### src/rtl/intc_pkg.sv
package intc_pkg;

  typedef enum logic [3:0] {
    RD_ZERO,
    RD_IRQ_STAT,
    RD_FIQ_STAT,
    RD_RAW,
    RD_CLASS,
    RD_ENABLE,
    RD_VECTOR,
    RD_CURRENT
  } rdSel_e;

  typedef struct packed {
    logic   wrClass;
    logic   wrEnSet;
    logic   wrEnClr;
    logic   wrVector;
    rdSel_e rdSel;
  } strobe_t;

endpackage

### src/rtl/intc_ctrl.sv
module intc_ctrl
  import intc_pkg::*;
#(
  parameter int ADDR_W  = 12,
  parameter int NUM_SRC = 32,
  parameter int IDX_W   = $clog2(NUM_SRC)
) (
  input  logic [ADDR_W-1:0] busAddr,
  input  logic              busWe,
  output strobe_t           strb,
  output logic [IDX_W-1:0]  vecIdx
);

  localparam logic [ADDR_W-1:0] OFF_IRQ_STAT = ADDR_W'(12'h000);
  localparam logic [ADDR_W-1:0] OFF_FIQ_STAT = ADDR_W'(12'h004);
  localparam logic [ADDR_W-1:0] OFF_RAW      = ADDR_W'(12'h008);
  localparam logic [ADDR_W-1:0] OFF_CLASS    = ADDR_W'(12'h00C);
  localparam logic [ADDR_W-1:0] OFF_ENABLE   = ADDR_W'(12'h010);
  localparam logic [ADDR_W-1:0] OFF_EN_SET   = ADDR_W'(12'h014);
  localparam logic [ADDR_W-1:0] OFF_EN_CLR   = ADDR_W'(12'h018);
  localparam logic [ADDR_W-1:0] OFF_CURRENT  = ADDR_W'(12'hF00);
  localparam logic [ADDR_W-1:0] VEC_LO       = ADDR_W'(12'h100);
  localparam logic [ADDR_W-1:0] VEC_HI       = ADDR_W'(12'h100 + 4 * NUM_SRC);

  logic [ADDR_W-1:0] vecOff;
  logic              inVec;

  assign vecOff = busAddr - VEC_LO;
  assign inVec  = (busAddr[1:0] == 2'b00) && (busAddr >= VEC_LO) && (busAddr < VEC_HI);
  assign vecIdx = vecOff[IDX_W+1:2];

  always_comb begin
    strb       = '0;
    strb.rdSel = RD_ZERO;
    if (inVec) begin
      strb.rdSel    = RD_VECTOR;
      strb.wrVector = busWe;
    end else begin
      case (busAddr)
        OFF_IRQ_STAT: strb.rdSel = RD_IRQ_STAT;
        OFF_FIQ_STAT: strb.rdSel = RD_FIQ_STAT;
        OFF_RAW:      strb.rdSel = RD_RAW;
        OFF_CLASS: begin
          strb.rdSel   = RD_CLASS;
          strb.wrClass = busWe;
        end
        OFF_ENABLE:   strb.rdSel = RD_ENABLE;
        OFF_EN_SET:   strb.wrEnSet = busWe;
        OFF_EN_CLR:   strb.wrEnClr = busWe;
        OFF_CURRENT:  strb.rdSel = RD_CURRENT;
        default:      strb.rdSel = RD_ZERO;
      endcase
    end
  end

endmodule

### src/rtl/intc_datapath.sv
module intc_datapath
  import intc_pkg::*;
#(
  parameter int NUM_SRC = 32,
  parameter int DATA_W  = 32,
  parameter int VEC_W   = 32,
  parameter int IDX_W   = $clog2(NUM_SRC)
) (
  input  logic               clk,
  input  logic               rstN,
  input  strobe_t            strb,
  input  logic [IDX_W-1:0]   vecIdx,
  input  logic [DATA_W-1:0]  wdata,
  input  logic [NUM_SRC-1:0] srcReq,
  output logic [DATA_W-1:0]  rdata,
  output logic               irqOut,
  output logic               fiqOut
);

  logic [NUM_SRC-1:0] rawReg;
  logic [NUM_SRC-1:0] enReg;
  logic [NUM_SRC-1:0] classReg;
  logic [NUM_SRC-1:0] irqPend;
  logic [NUM_SRC-1:0] fiqPend;
  logic [NUM_SRC-1:0] wbits;
  logic [VEC_W-1:0]   vecMem [NUM_SRC];
  logic [IDX_W-1:0]   pickIdx;
  logic               pickHit;
  logic [VEC_W-1:0]   curVec;

  assign wbits = wdata[NUM_SRC-1:0];

  always_ff @(posedge clk) begin
    if (!rstN) begin
      rawReg   <= '0;
      enReg    <= '0;
      classReg <= '0;
    end else begin
      rawReg <= srcReq;
      if (strb.wrClass) classReg <= wbits;
      if (strb.wrEnSet)      enReg <= enReg | wbits;
      else if (strb.wrEnClr) enReg <= enReg & ~wbits;
    end
  end

  for (genvar g = 0; g < NUM_SRC; g++) begin : gSlot
    always_ff @(posedge clk) begin
      if (!rstN)                                      vecMem[g] <= '0;
      else if (strb.wrVector && vecIdx == IDX_W'(g)) vecMem[g] <= wdata[VEC_W-1:0];
    end
  end

  assign irqPend = rawReg & enReg & ~classReg;
  assign fiqPend = rawReg & enReg & classReg;
  assign irqOut  = |irqPend;
  assign fiqOut  = |fiqPend;

  always_comb begin
    pickHit = 1'b0;
    pickIdx = '0;
    for (int i = NUM_SRC - 1; i >= 0; i--) begin
      if (irqPend[i]) begin
        pickHit = 1'b1;
        pickIdx = IDX_W'(i);
      end
    end
  end

  assign curVec = pickHit ? vecMem[pickIdx] : '0;

  always_comb begin
    case (strb.rdSel)
      RD_IRQ_STAT: rdata = DATA_W'(irqPend);
      RD_FIQ_STAT: rdata = DATA_W'(fiqPend);
      RD_RAW:      rdata = DATA_W'(rawReg);
      RD_CLASS:    rdata = DATA_W'(classReg);
      RD_ENABLE:   rdata = DATA_W'(enReg);
      RD_VECTOR:   rdata = DATA_W'(vecMem[vecIdx]);
      RD_CURRENT:  rdata = DATA_W'(curVec);
      default:     rdata = '0;
    endcase
  end

endmodule

### src/rtl/intc_vec_regs.sv
module intc_vec_regs
  import intc_pkg::*;
#(
  parameter int ADDR_W  = 12,
  parameter int DATA_W  = 32,
  parameter int VEC_W   = 32,
  parameter int NUM_SRC = 32
) (
  input  logic               clk,
  input  logic               rstN,
  input  logic [ADDR_W-1:0]  busAddr,
  input  logic               busWe,
  input  logic [DATA_W-1:0]  busWdata,
  output logic [DATA_W-1:0]  busRdata,
  input  logic [NUM_SRC-1:0] srcReq,
  output logic               irqOut,
  output logic               fiqOut
);

  localparam int IDX_W = $clog2(NUM_SRC);

  strobe_t          strb;
  logic [IDX_W-1:0] vecIdx;

  intc_ctrl #(
    .ADDR_W (ADDR_W),
    .NUM_SRC(NUM_SRC),
    .IDX_W  (IDX_W)
  ) uCtrl (
    .busAddr(busAddr),
    .busWe  (busWe),
    .strb   (strb),
    .vecIdx (vecIdx)
  );

  intc_datapath #(
    .NUM_SRC(NUM_SRC),
    .DATA_W (DATA_W),
    .VEC_W  (VEC_W),
    .IDX_W  (IDX_W)
  ) uDp (
    .clk   (clk),
    .rstN  (rstN),
    .strb  (strb),
    .vecIdx(vecIdx),
    .wdata (busWdata),
    .srcReq(srcReq),
    .rdata (busRdata),
    .irqOut(irqOut),
    .fiqOut(fiqOut)
  );

endmodule

### config.mk
export PLATFORM = sky130hd
export DESIGN_NAME = intc_vec_regs
export DESIGN_NICKNAME = d
export VERILOG_FILES = /design/src/rtl/intc_pkg.sv /design/src/rtl/intc_ctrl.sv /design/src/rtl/intc_datapath.sv /design/src/rtl/intc_vec_regs.sv
export SDC_FILE = /design/constraint.sdc
export NUM_CORES = 2
export LEC_CHECK = 0
export ABC_AREA = 0
export BUFFER_PORTS_ARGS = -buffer_cell sky130_fd_sc_hd__buf_4
export CORE_ASPECT_RATIO = 0.9
export CORE_MARGIN = 10
export CORE_UTILIZATION = 45
export CTS_CLUSTER_SIZE = 16
export DETAILED_ROUTE_END_ITERATION = 10
export PLACE_DENSITY_LB_ADDON = 0.15
export SYNTH_ARGS = -nofsm -noshare
export SYNTH_HDL_FRONTEND = slang
export SYNTH_HIERARCHICAL = 1
export SYNTH_SLANG_ARGS = --single-unit
### constraint.sdc
create_clock -name clk -period 6.6 [get_ports clk]
set_clock_uncertainty 0.05 [all_clocks]
set_input_delay 0.33 -clock clk [delete_from_list [all_inputs] [get_ports clk]]
set_output_delay 0.33 -clock clk [all_outputs]
set_load 0.005 [all_outputs]
==> out/results.tsv <==
metric	value	unit
holdPathEnd	uDp/classReg[10]	
ys_seq_area_share	53.37	%
postSynthCellCount	5063	
numCtsBuffers	120	
max_freq	161.7	MHz
total_power	16.61	mW
final_util	50.93	%
drive_above_1_share	19.42	%
cap_violations	0	
whs_path_depth	3	
die_area	151200	µm²
dp_slack	1214	ps
grt_pass1_wl	351.8	mm
drt_first_pass_iters	7	
cp-start-kind	flip-flop	
cts_tree	yes	
place_congestion	0.9809	
postPlaceCellArea	64520	µm²
max_stage_delay	790	ps
fin_ws	415.2	ps
portBuffers	112	
setup_tns	0	ps
die_width	408.8	µm
r2r_slack	5770	ps
place_inst	6665	
ant_nets	0	
reg2reg_depth	2	
syn_area_per_cell	12.09	µm²
dr.first_iter.drc_count	7499	
grt_pass1_vias	44184	
layout.nets	5082	
dp_hpwl	162.1	mm
grt_start_max_net_pins	110	
fin_crit	6185	ps
mostFrequentLayoutCells	and2_1 (1059), edfxtp_1 (1024), nand2_1 (497), mux4_2 (320), buf_4 (263)	
postLayoutCellArea	68850	µm²
grt_use_total	32.56	%
worst_pin_slew	1386	ps
yosysTopAreaCell	edfxtp_1	
synth_fp_nets	5142	
routedWlPerCell	36.63	µm
crit_chain	nand2_1, o21ai_0, a21oi_1, o41ai_1, and3_1, nand2b_4, o221a_2, a22oi_1, o2bb2a_1, o221ai_1, buf_4	
cp.arrival	5800	ps
rsz0062_at_grt	false	
num_rows	128	
worstPathRequired	6220	ps
r2r-start	uDp/classReg[24]	
status	completed	
stdcell_count	6937	
crit_family	compound AO/OA/AOI/OAI gates	
hold_path_startpoint	busWdata[10]	
ctsHtreeMaxLevel	3	
critPathBufInv	1	
synthTopCellsByArea	edfxtp_1 (50%), mux4_2 (12%), and2_1 (11%)	
clkSinkCount	1120	
setup_viol	0	
cts_setup_buffers	0	
maxSlewViolCount	0	
final_common_cell	and2_1	
ctsHoldBuffers	35	
start_util	45.29	%
hp-class	in2reg	
ys.flop_type	edfxtp_1	
synth_edf_count	1024	
grt_overflow_total	0	
area_delta_synth_final	12.46	%
vias	46731	
clock_path_buffers	3	
r2r-end	uDp/classReg[24]	
relSlewSlack	7.596	%
synth_seq_cells	1120	
synth_top_area_share	50.23	%
ys_types	84	
core-area	135200	µm²
hold_viol	0	
powerDensity	241.3	nW/µm²
critical_path_class	reg2out	
fp.dieH	369.9	µm
cp_max_fo	49	
hold_ws	47.00	ps
leakage	23.25	nW
cts-root-buf	clkbuf_16	
drc	0	
antenna_found_initial	31	
yosysWarnings	6	
cts.repair.resized	0	
viasPerCell	6.736	
slowest_stage	nand2b_4	
wl	254.1	mm
clk_pin_slew	60	ps
ios	113	
syn-cell-area	61220	µm²
async_flop_share	0	%
min_period_over_period	93.71	%
ir_drop	0.0002276	V
endpoint_kind	output pin	
worst_skew_pair.late_latency	750	ps
## Yosys cell counts (all sizes together) (26+ instances only)
master and instances:
a21oi 82, nand2 501, nor2b 69, buf 133, dfxtp 96, nor2 137
mux4 320, a31oi 46, o221ai 71, nand3 174, o22a 33, mux2 99
nor3 40, a221oi 63, inv 34, o21ai 209, and3b 26, clkbuf 367
a22oi 34, mux2i 128, edfxtp 1024, o22ai 66, and2 1059
## power breakdown
group | switching, mW | total [mW] | internal (mW)
clock | 2.98 | 6.93 | 3.95
sequential | 0.202 | 8.27 | 8.06
combinational | 0.864 | 1.41 | 0.547
## how the worst max path moves through the flow
stage                      from           endpoint  slack, ps  depth (start not counted)
6_report              flip-flop       busRdata[25]        420                         11
5_1_grt               flip-flop       busRdata[25]        290                         11
4_1_cts        uDp/classReg[13]       busRdata[15]        590                         12
3_5_place_dp         busAddr[2]       busRdata[15]       1210                          8
3_3_place_gp         busAddr[2]       busRdata[15]       1100                          8
2_1_floorplan        busAddr[2]  uDp/vecMem[11][0]       1380                          9
## state kept, by name, indices dropped and copies added, names as in the netlist, named ones only
register and count:
uDp/vecMem 1024, uDp/classReg 32, uDp/rawReg 32
## cells by family after synthesis
| kind of cell | synth area share [%] |
|---|---|
| flip-flops | 53.37 |
| AO/OA/AOI/OAI | 8.394 |
| AND/OR/NAND/NOR | 19.01 |
| buffers and inverters | 3.536 |
| other | 0.006125 |
| multiplexers | 15.69 |
## final cells by class
type / count / area, µm²
clock inverter: 65 / 698.2
fill: 11603 / 66320
clock buffer: 162 / 3251
tap: 1820 / 2277
timing repair buffer: 318 / 2683
sequential: 1120 / 32670
inverter: 34 / 127.6
antenna: 9 / 22.52
multi-input combinational: 3409 / 27120
## layer usage
layer	up-vias	global-route usage [%]	wire length [µm]
met5	-	0	146
met4	16	20.09	18650
met2	3618	48.23	110000
met1	23662	43.18	94770
met3	714	7.735	30570
li1	18721	-	-
## worst register-to-register path, stage by stage (launching register included)
cell	delay (ps)
dfxtp_1	480
mux2i_1	120
nor2b_1	120
Note: power is estimated with default switching activity, not from simulation.
